===== src/rtl/pciwin_pkg.sv =====
package pciwin_pkg;

    localparam int ADDR_W    = 44;
    localparam int PAGE_W    = 12;
    localparam int DATA_W    = 32;
    localparam int REG_AW    = 10;
    localparam int GRP_LSB   = 5;
    localparam int GRP_W     = REG_AW - GRP_LSB;
    localparam int OB_N      = 4;
    localparam int IB_N      = 3;
    localparam int IDX_W     = 2;
    localparam int SIZE_W    = 6;
    localparam int EN_BIT    = 31;
    localparam int SHAMT_W   = SIZE_W + 1;

    localparam logic [GRP_W-1:0] OB_GRP_LO = GRP_W'(5'd1);
    localparam logic [GRP_W-1:0] OB_GRP_HI = GRP_W'(OB_N);
    localparam logic [GRP_W-1:0] IB_GRP_LO = GRP_W'(5'd13);
    localparam logic [GRP_W-1:0] IB_GRP_HI = GRP_W'(5'd15);
    localparam logic [GRP_W-1:0] TMR_GRP   = GRP_W'(5'd17);

    // Full architectural register set of one window.
    typedef struct packed {
        logic [DATA_W-1:0] tgt;
        logic [DATA_W-1:0] ext;
        logic [DATA_W-1:0] base;
        logic [DATA_W-1:0] attr;
    } win_t;

    // Subset that the lookup datapath consumes.
    typedef struct packed {
        logic              en;
        logic [SIZE_W-1:0] code;
        logic [DATA_W-1:0] base;
        logic [DATA_W-1:0] tgt;
    } xwin_t;

    typedef enum logic [1:0] {SP_NONE, SP_OB, SP_IB, SP_TMR} space_e;
    typedef enum logic [2:0] {FL_TGT, FL_EXT, FL_BASE, FL_ATTR, FL_NONE} field_e;

    typedef struct packed {
        space_e           space;
        logic [IDX_W-1:0] idx;
        field_e           field;
    } dec_t;

    function automatic dec_t decode(input logic [REG_AW-1:0] off);
        dec_t d;
        logic [GRP_W-1:0]   grp;
        logic [GRP_LSB-1:0] lo;
        grp     = off[REG_AW-1:GRP_LSB];
        lo      = off[GRP_LSB-1:0];
        d.space = SP_NONE;
        d.idx   = '0;
        d.field = FL_NONE;
        if (grp >= OB_GRP_LO && grp <= OB_GRP_HI) begin
            d.space = SP_OB;
            d.idx   = IDX_W'(grp - OB_GRP_LO);
            case (lo)
                5'h00:   d.field = FL_TGT;
                5'h04:   d.field = FL_EXT;
                5'h08:   d.field = FL_BASE;
                5'h10:   d.field = FL_ATTR;
                default: d.field = FL_NONE;
            endcase
        end else if (grp >= IB_GRP_LO && grp <= IB_GRP_HI) begin
            d.space = SP_IB;
            d.idx   = IDX_W'(grp[IDX_W-1:0] - IDX_W'(1));
            case (lo)
                5'h00:   d.field = FL_TGT;
                5'h08:   d.field = FL_BASE;
                5'h0C:   d.field = FL_EXT;
                5'h10:   d.field = FL_ATTR;
                default: d.field = FL_NONE;
            endcase
        end else if (grp == TMR_GRP) begin
            d.space = SP_TMR;
        end
        if ((d.space == SP_OB || d.space == SP_IB) && d.field == FL_NONE)
            d.space = SP_NONE;
        return d;
    endfunction

    function automatic win_t put_field(input win_t w, input field_e f,
                                       input logic [DATA_W-1:0] v);
        win_t r;
        r = w;
        case (f)
            FL_TGT:  r.tgt  = v;
            FL_EXT:  r.ext  = v;
            FL_BASE: r.base = v;
            FL_ATTR: r.attr = v;
            default: ;
        endcase
        return r;
    endfunction

    function automatic logic [DATA_W-1:0] get_field(input win_t w, input field_e f);
        case (f)
            FL_TGT:  return w.tgt;
            FL_EXT:  return w.ext;
            FL_BASE: return w.base;
            FL_ATTR: return w.attr;
            default: return '0;
        endcase
    endfunction

    function automatic xwin_t to_xwin(input win_t w);
        xwin_t x;
        x.en   = w.attr[EN_BIT];
        x.code = w.attr[SIZE_W-1:0];
        x.base = w.base;
        x.tgt  = w.tgt;
        return x;
    endfunction

    function automatic logic [ADDR_W-1:0] page_to_addr(input logic [DATA_W-1:0] pg);
        return {pg, {PAGE_W{1'b0}}};
    endfunction

endpackage


===== src/rtl/pciwin_regs.sv =====
module pciwin_regs
    import pciwin_pkg::*;
(
    input  logic                    clk,
    input  logic                    rst,
    input  logic                    wr,
    input  logic [REG_AW-1:0]       addr,
    input  logic [DATA_W-1:0]       wdata,
    output logic [DATA_W-1:0]       rdata,
    output xwin_t [OB_N-1:0]        ob_x,
    output xwin_t [IB_N-1:0]        ib_x
);

    dec_t              dec;
    win_t [OB_N-1:0]   ob_q;
    win_t [IB_N-1:0]   ib_q;
    logic [DATA_W-1:0] tmr_q;

    assign dec = decode(addr);

    for (genvar g = 0; g < OB_N; g++) begin : g_ob
        win_t slot_q;
        always_ff @(posedge clk) begin
            if (rst)
                slot_q <= '0;
            else if (wr && dec.space == SP_OB && dec.idx == IDX_W'(g))
                slot_q <= put_field(slot_q, dec.field, wdata);
        end
        assign ob_q[g] = slot_q;
        assign ob_x[g] = to_xwin(slot_q);
    end

    for (genvar g = 0; g < IB_N; g++) begin : g_ib
        win_t slot_q;
        always_ff @(posedge clk) begin
            if (rst)
                slot_q <= '0;
            else if (wr && dec.space == SP_IB && dec.idx == IDX_W'(g))
                slot_q <= put_field(slot_q, dec.field, wdata);
        end
        assign ib_q[g] = slot_q;
        assign ib_x[g] = to_xwin(slot_q);
    end

    always_ff @(posedge clk) begin
        if (rst)
            tmr_q <= '0;
        else if (wr && dec.space == SP_TMR)
            tmr_q <= wdata;
    end

    always_comb begin
        rdata = '0;
        case (dec.space)
            SP_OB: begin
                for (int i = 0; i < OB_N; i++)
                    if (dec.idx == IDX_W'(i)) rdata = get_field(ob_q[i], dec.field);
            end
            SP_IB: begin
                for (int i = 0; i < IB_N; i++)
                    if (dec.idx == IDX_W'(i)) rdata = get_field(ib_q[i], dec.field);
            end
            SP_TMR:  rdata = tmr_q;
            default: rdata = '0;
        endcase
    end

    // reset clears the whole register file
    p_reset_clear_r1: assert property (@(posedge clk)
        rst |=> (tmr_q == '0 && ob_q == '0 && ib_q == '0));

    // timer captures written data
    p_timer_load_r4: assert property (@(posedge clk) disable iff (rst)
        (wr && dec.space == SP_TMR) |=> tmr_q == $past(wdata));

    // unmapped writes leave every register untouched
    p_unmapped_write_keeps_r5: assert property (@(posedge clk) disable iff (rst)
        (wr && dec.space == SP_NONE) |=> ($stable(ob_q) && $stable(ib_q) && $stable(tmr_q)));

    // unmapped reads return zero
    p_unmapped_read_zero_r5: assert property (@(posedge clk) disable iff (rst)
        (dec.space == SP_NONE) |-> rdata == '0);

endmodule


===== src/rtl/pciwin_xlate.sv =====
module pciwin_xlate
    import pciwin_pkg::*;
#(
    parameter int N = 4
) (
    input  logic                clk,
    input  logic                rst,
    input  xwin_t [N-1:0]       wins,
    input  logic [ADDR_W-1:0]   addr_in,
    output logic                hit,
    output logic [ADDR_W-1:0]   addr_out
);

    localparam int SEL_W = (N > 1) ? $clog2(N) : 1;

    logic [N-1:0]             match;
    logic [N-1:0][ADDR_W-1:0] tr;
    logic [SEL_W-1:0]         sel;

    for (genvar g = 0; g < N; g++) begin : g_win
        logic [ADDR_W-1:0]  base_b;
        logic [ADDR_W-1:0]  off;
        logic [SHAMT_W-1:0] shamt;
        logic               above;
        assign base_b   = page_to_addr(wins[g].base);
        assign off      = addr_in - base_b;
        assign above    = addr_in >= base_b;
        assign shamt    = SHAMT_W'(wins[g].code) + SHAMT_W'(1);
        assign match[g] = wins[g].en && above && ((off >> shamt) == '0);
        assign tr[g]    = page_to_addr(wins[g].tgt) + off;

        // a selected window is enabled and starts at or below the address
        p_sel_valid_r6: assert property (@(posedge clk) disable iff (rst)
            (hit && sel == SEL_W'(g)) |-> (wins[g].en && addr_in >= base_b));

        // no lower-indexed match may lose to a higher one
        p_lowest_wins_r9: assert property (@(posedge clk) disable iff (rst)
            match[g] |-> (hit && sel <= SEL_W'(g)));
    end

    always_comb begin
        hit      = 1'b0;
        sel      = '0;
        addr_out = '0;
        for (int i = N - 1; i >= 0; i--) begin
            if (match[i]) begin
                hit      = 1'b1;
                sel      = SEL_W'(i);
                addr_out = tr[i];
            end
        end
    end

    // a miss drives a zero address
    p_miss_zero_r8: assert property (@(posedge clk) disable iff (rst)
        !hit |-> addr_out == '0);

endmodule


===== src/rtl/pciwin_unit.sv =====
module pciwin_unit
    import pciwin_pkg::*;
(
    input  logic                clk,
    input  logic                rst,
    input  logic                reg_wr,
    input  logic [REG_AW-1:0]   reg_addr,
    input  logic [DATA_W-1:0]   reg_wdata,
    output logic [DATA_W-1:0]   reg_rdata,
    input  logic [ADDR_W-1:0]   ob_addr_in,
    output logic                ob_hit,
    output logic [ADDR_W-1:0]   ob_addr_out,
    input  logic [ADDR_W-1:0]   ib_addr_in,
    output logic                ib_hit,
    output logic [ADDR_W-1:0]   ib_addr_out
);

    xwin_t [OB_N-1:0] ob_x;
    xwin_t [IB_N-1:0] ib_x;

    pciwin_regs u_regs (
        .clk   (clk),
        .rst   (rst),
        .wr    (reg_wr),
        .addr  (reg_addr),
        .wdata (reg_wdata),
        .rdata (reg_rdata),
        .ob_x  (ob_x),
        .ib_x  (ib_x)
    );

    pciwin_xlate #(.N(OB_N)) u_ob_xlate (
        .clk      (clk),
        .rst      (rst),
        .wins     (ob_x),
        .addr_in  (ob_addr_in),
        .hit      (ob_hit),
        .addr_out (ob_addr_out)
    );

    pciwin_xlate #(.N(IB_N)) u_ib_xlate (
        .clk      (clk),
        .rst      (rst),
        .wins     (ib_x),
        .addr_in  (ib_addr_in),
        .hit      (ib_hit),
        .addr_out (ib_addr_out)
    );

endmodule


===== config.mk =====
export PLATFORM = sky130hd
export DESIGN_NAME = pciwin_unit
export DESIGN_NICKNAME = d
export VERILOG_FILES = /design/src/rtl/pciwin_pkg.sv /design/src/rtl/pciwin_regs.sv /design/src/rtl/pciwin_xlate.sv /design/src/rtl/pciwin_unit.sv
export SDC_FILE = /design/constraint.sdc
export NUM_CORES = 2
export LEC_CHECK = 0
export BUFFER_PORTS_ARGS = -buffer_cell sky130_fd_sc_hd__buf_2
export CORE_UTILIZATION = 40
export CTS_BUF_LIST = sky130_fd_sc_hd__clkbuf_8
export DETAILED_ROUTE_END_ITERATION = 10
export HOLD_SLACK_MARGIN = 0.15
export SLEW_MARGIN = 20
export SYNTH_ARGS = -nofsm -noshare
export SYNTH_HDL_FRONTEND = slang
export SYNTH_HIERARCHICAL = 1
export SYNTH_SLANG_ARGS = --single-unit
export TNS_END_PERCENT = 30

===== constraint.sdc =====
create_clock -name clk -period 17.85 [get_ports clk]
set_clock_uncertainty 0.15 [all_clocks]
set_input_delay 0 -clock clk [delete_from_list [all_inputs] [get_ports clk]]
set_output_delay 0 -clock clk [all_outputs]
set_load 0.01 [all_outputs]

==> impl_metrics.tcl <==
set metrics [dict create \
    synth_seq_cells 928 \
    min_period_over_period_pct 47.3 \
    htreeDepth 4 \
    fin_crit_ns 8.44 \
    violations "design-rule violations" \
    cts_tree "built" \
    cts_buffers 167 \
    cp-start-kind "register" \
    ys_top_cells_by_area "dfxtp_1, nand2_1, a21oi_1, ha_1, mux2i_1" \
    antenna_found_initial 61 \
    vias_per_cell 6.52 \
    critPathKind "register to output port" \
    die-area_um2 205000 \
    drt-total-wl_um 452000 \
    status "complete, but fails checks" \
    clock-sinks 928 \
    whs_path_depth 3 \
    final_common_cell "nand2_1" \
    arrival_ns 8.29 \
    dp_hpwl_um 338000 \
    hold_violations 0 \
    power.total_mw 5.58 \
    post-place-ws_ns 10.71 \
    synthDistinctLibCells 129 \
    worst-slew-pin-transition_ns 1.36 \
    async_flop_share_pct 0 \
    gp_congestion 1.07 \
    firstDrtPassIters 10 \
    core_region_area_um2 202000 \
    synthFlopType "dfxtp_1" \
    grt_usage_pct 42.0 \
    via_count 89400 \
    final_cell_mix "nand2_1, a21oi_1, dfxtp_1" \
    grt-ovfl-total 0 \
    die_h_um 453 \
    grt_max_degree 214 \
    setup_slack_ns 9.41 \
    grt_pass1_wl_um 617000 \
    syn_inst 11500 \
    ir_drop_v 0.0000728 \
    post_cts_resized 0 \
    wl_per_cell_um 33.0 \
    required_ns 17.70 \
    relSlewSlack_pct 8.22 \
    leakage_nw 32.0 \
    remaining_drc_errors 6 \
    cts-root-buf "clkbuf_8" \
    drt_iter0_drc 14800 \
    drt.antenna.violating_nets 0 \
    design_area_um2 85200 \
    placed_area_um2 80700 \
    grt_pass1_vias 78700 \
    start_util_pct 40.2 \
    synth_edf_count 0 \
    synth.net_count 12100 \
    synth_top_cell_area_share_pct 22.9 \
    tns_ns 0 \
    r2r_cells 3 \
    path_max_fanout 65 \
    grt_setup_unrepaired "no" \
    drive_gt1_share_pct 9.09 \
    min_to "ob_addr_out[0]" \
    cts_buffer_depth 3 \
    netlist_area_um2 81200 \
    worstHoldStart "ob_addr_in[0]" \
    endpoint_kind "output port" \
    ioPinCount 255 \
    cap_violations 0 \
    drv_slew 0 \
    min_path_type "primary input to output port" \
    setup_violations 0 \
    clk_pin_slew_ns 0.06 \
    die_x_um 453 \
    reg2reg_setup_slack_ns 15.95 \
    r2r-start "u_regs/ib_x[206]" \
    p_per_area_nw_per_um2 65.4 \
    yosysWarnings 6 \
    cts_setup_buffers 0 \
    rr_endpoint "u_regs/ib_x[206]" \
    clkLatencyLatePin_ns 0.95 \
    avgSynthCellArea_um2 7.08 \
    synth_largest_area_cell "dfxtp_1" \
    layout.nets 11500 \
    port_buffers 254 \
    max_clock_freq_ghz 0.118 \
    rows 165 \
    crit_path_start "u_regs/ob_x[38]" \
    area_growth_pct 4.90 \
    ctsHoldBuffers 76 \
    ys_seq_area_share_pct 22.9 \
]
-- cell families (layout without fill, tap and decap cells) --
family	count (synthesis)	after routing	share of synthesized area [%]
fa+ha+maj	462	462	7.23
xor+xnor	331	331	3.58
other cells	0	32	0
simple gates	4057	4057	21.9
flops	928	928	22.9
mux	471	471	6.12
buf+inv	1743	1267	10.8
compound gates	3488	3488	27.5
-- report_power, final --
group,internal [mW],switching [mW]
logic,0.353,0.887
registers,2.07,0.000386
clock network,1.20,1.06
total,3.63,1.95
-- flip-flops by register name (all words and copies together) (netlist names) --
| name | count |
|---|---|
| u_regs/g_ib.slot_q | 171 |
| u_regs/g_ob.slot_q | 228 |
| u_regs/ib_x | 213 |
| u_regs/ob_x | 284 |
| u_regs/tmr_q | 32 |
-- synth_stat cells, drive strengths merged (103+ instances only) --
library cell  instances
xor2                121
and2                103
xnor2               210
nand3               173
buf                 679
o21ai               433
inv                 434
a21oi              1524
clkbuf              625
nor3                242
nor2                512
a31oi               111
a21o                213
o211ai              129
a211oi              155
ha                  442
dfxtp               928
mux2i               408
nand2              2450
-- metal layers --
metal / track usage, % / share of wire, % / up-vias
li1: - / - / 39000
met1: 57.8 / 41 / 43300
met2: 57.0 / 39 / 6056
met3: 14.5 / 14 / 1046
met4: 21.8 / 5.9 / 24
met5: 0.396 / 0.066 / -
-- worst max-delay path by stage --
stage / endpoint / slack, ns / cells after the start
2_1_floorplan: ob_addr_out[43] / 11.95 / 25
3_3_place_gp: ob_addr_out[43] / 10.60 / 22
3_5_place_dp: ob_addr_out[43] / 10.71 / 27
4_1_cts: ob_addr_out[43] / 9.75 / 25
5_1_grt: ob_addr_out[43] / 9.23 / 25
6_report: ob_addr_out[36] / 9.41 / 19
-- layout make-up --
class,count,area [um^2]
Inverter,439,1650
Antenna cell,32,80.1
Multi-Input combinational cell,8809,54300
Fill cell,20900,117000
Tap cell,2672,3340
Clock buffer,210,2890
Timing Repair Buffer,526,3610
Clock inverter,92,746
Sequential cell,928,18600
-- worst max-delay path, cell delays in order (launching register included) --
cell       delay [ns]
dfxtp_1          0.36
inv_1            0.12
ha_1             0.42
a211oi_1         0.36
nor2_1           0.14
or4_1            0.56
a31oi_1          0.48
xnor2_1          0.31
a2111oi_0        1.04
o211ai_1         0.20
a211oi_1         0.55
a31oi_1          0.08
o22ai_1          0.19
a21oi_1          0.10
o21ai_1          0.14
o2111a_2         0.20
buf_4            0.57
nand2b_1         0.74
o21ai_0          0.41
buf_2            0.25
-- per-stage QoR --
stage,hold WS [ns],utilization [%],instances
global placement,0.166,39.9,13300
finish,0.185,42.2,13700
detailed placement,0.170,40.0,13300
floorplan,-0.00564,-,11500
global route,0.189,42.2,13700
CTS,0.160,42.1,13700
Power figures use the tool's default switching activity.
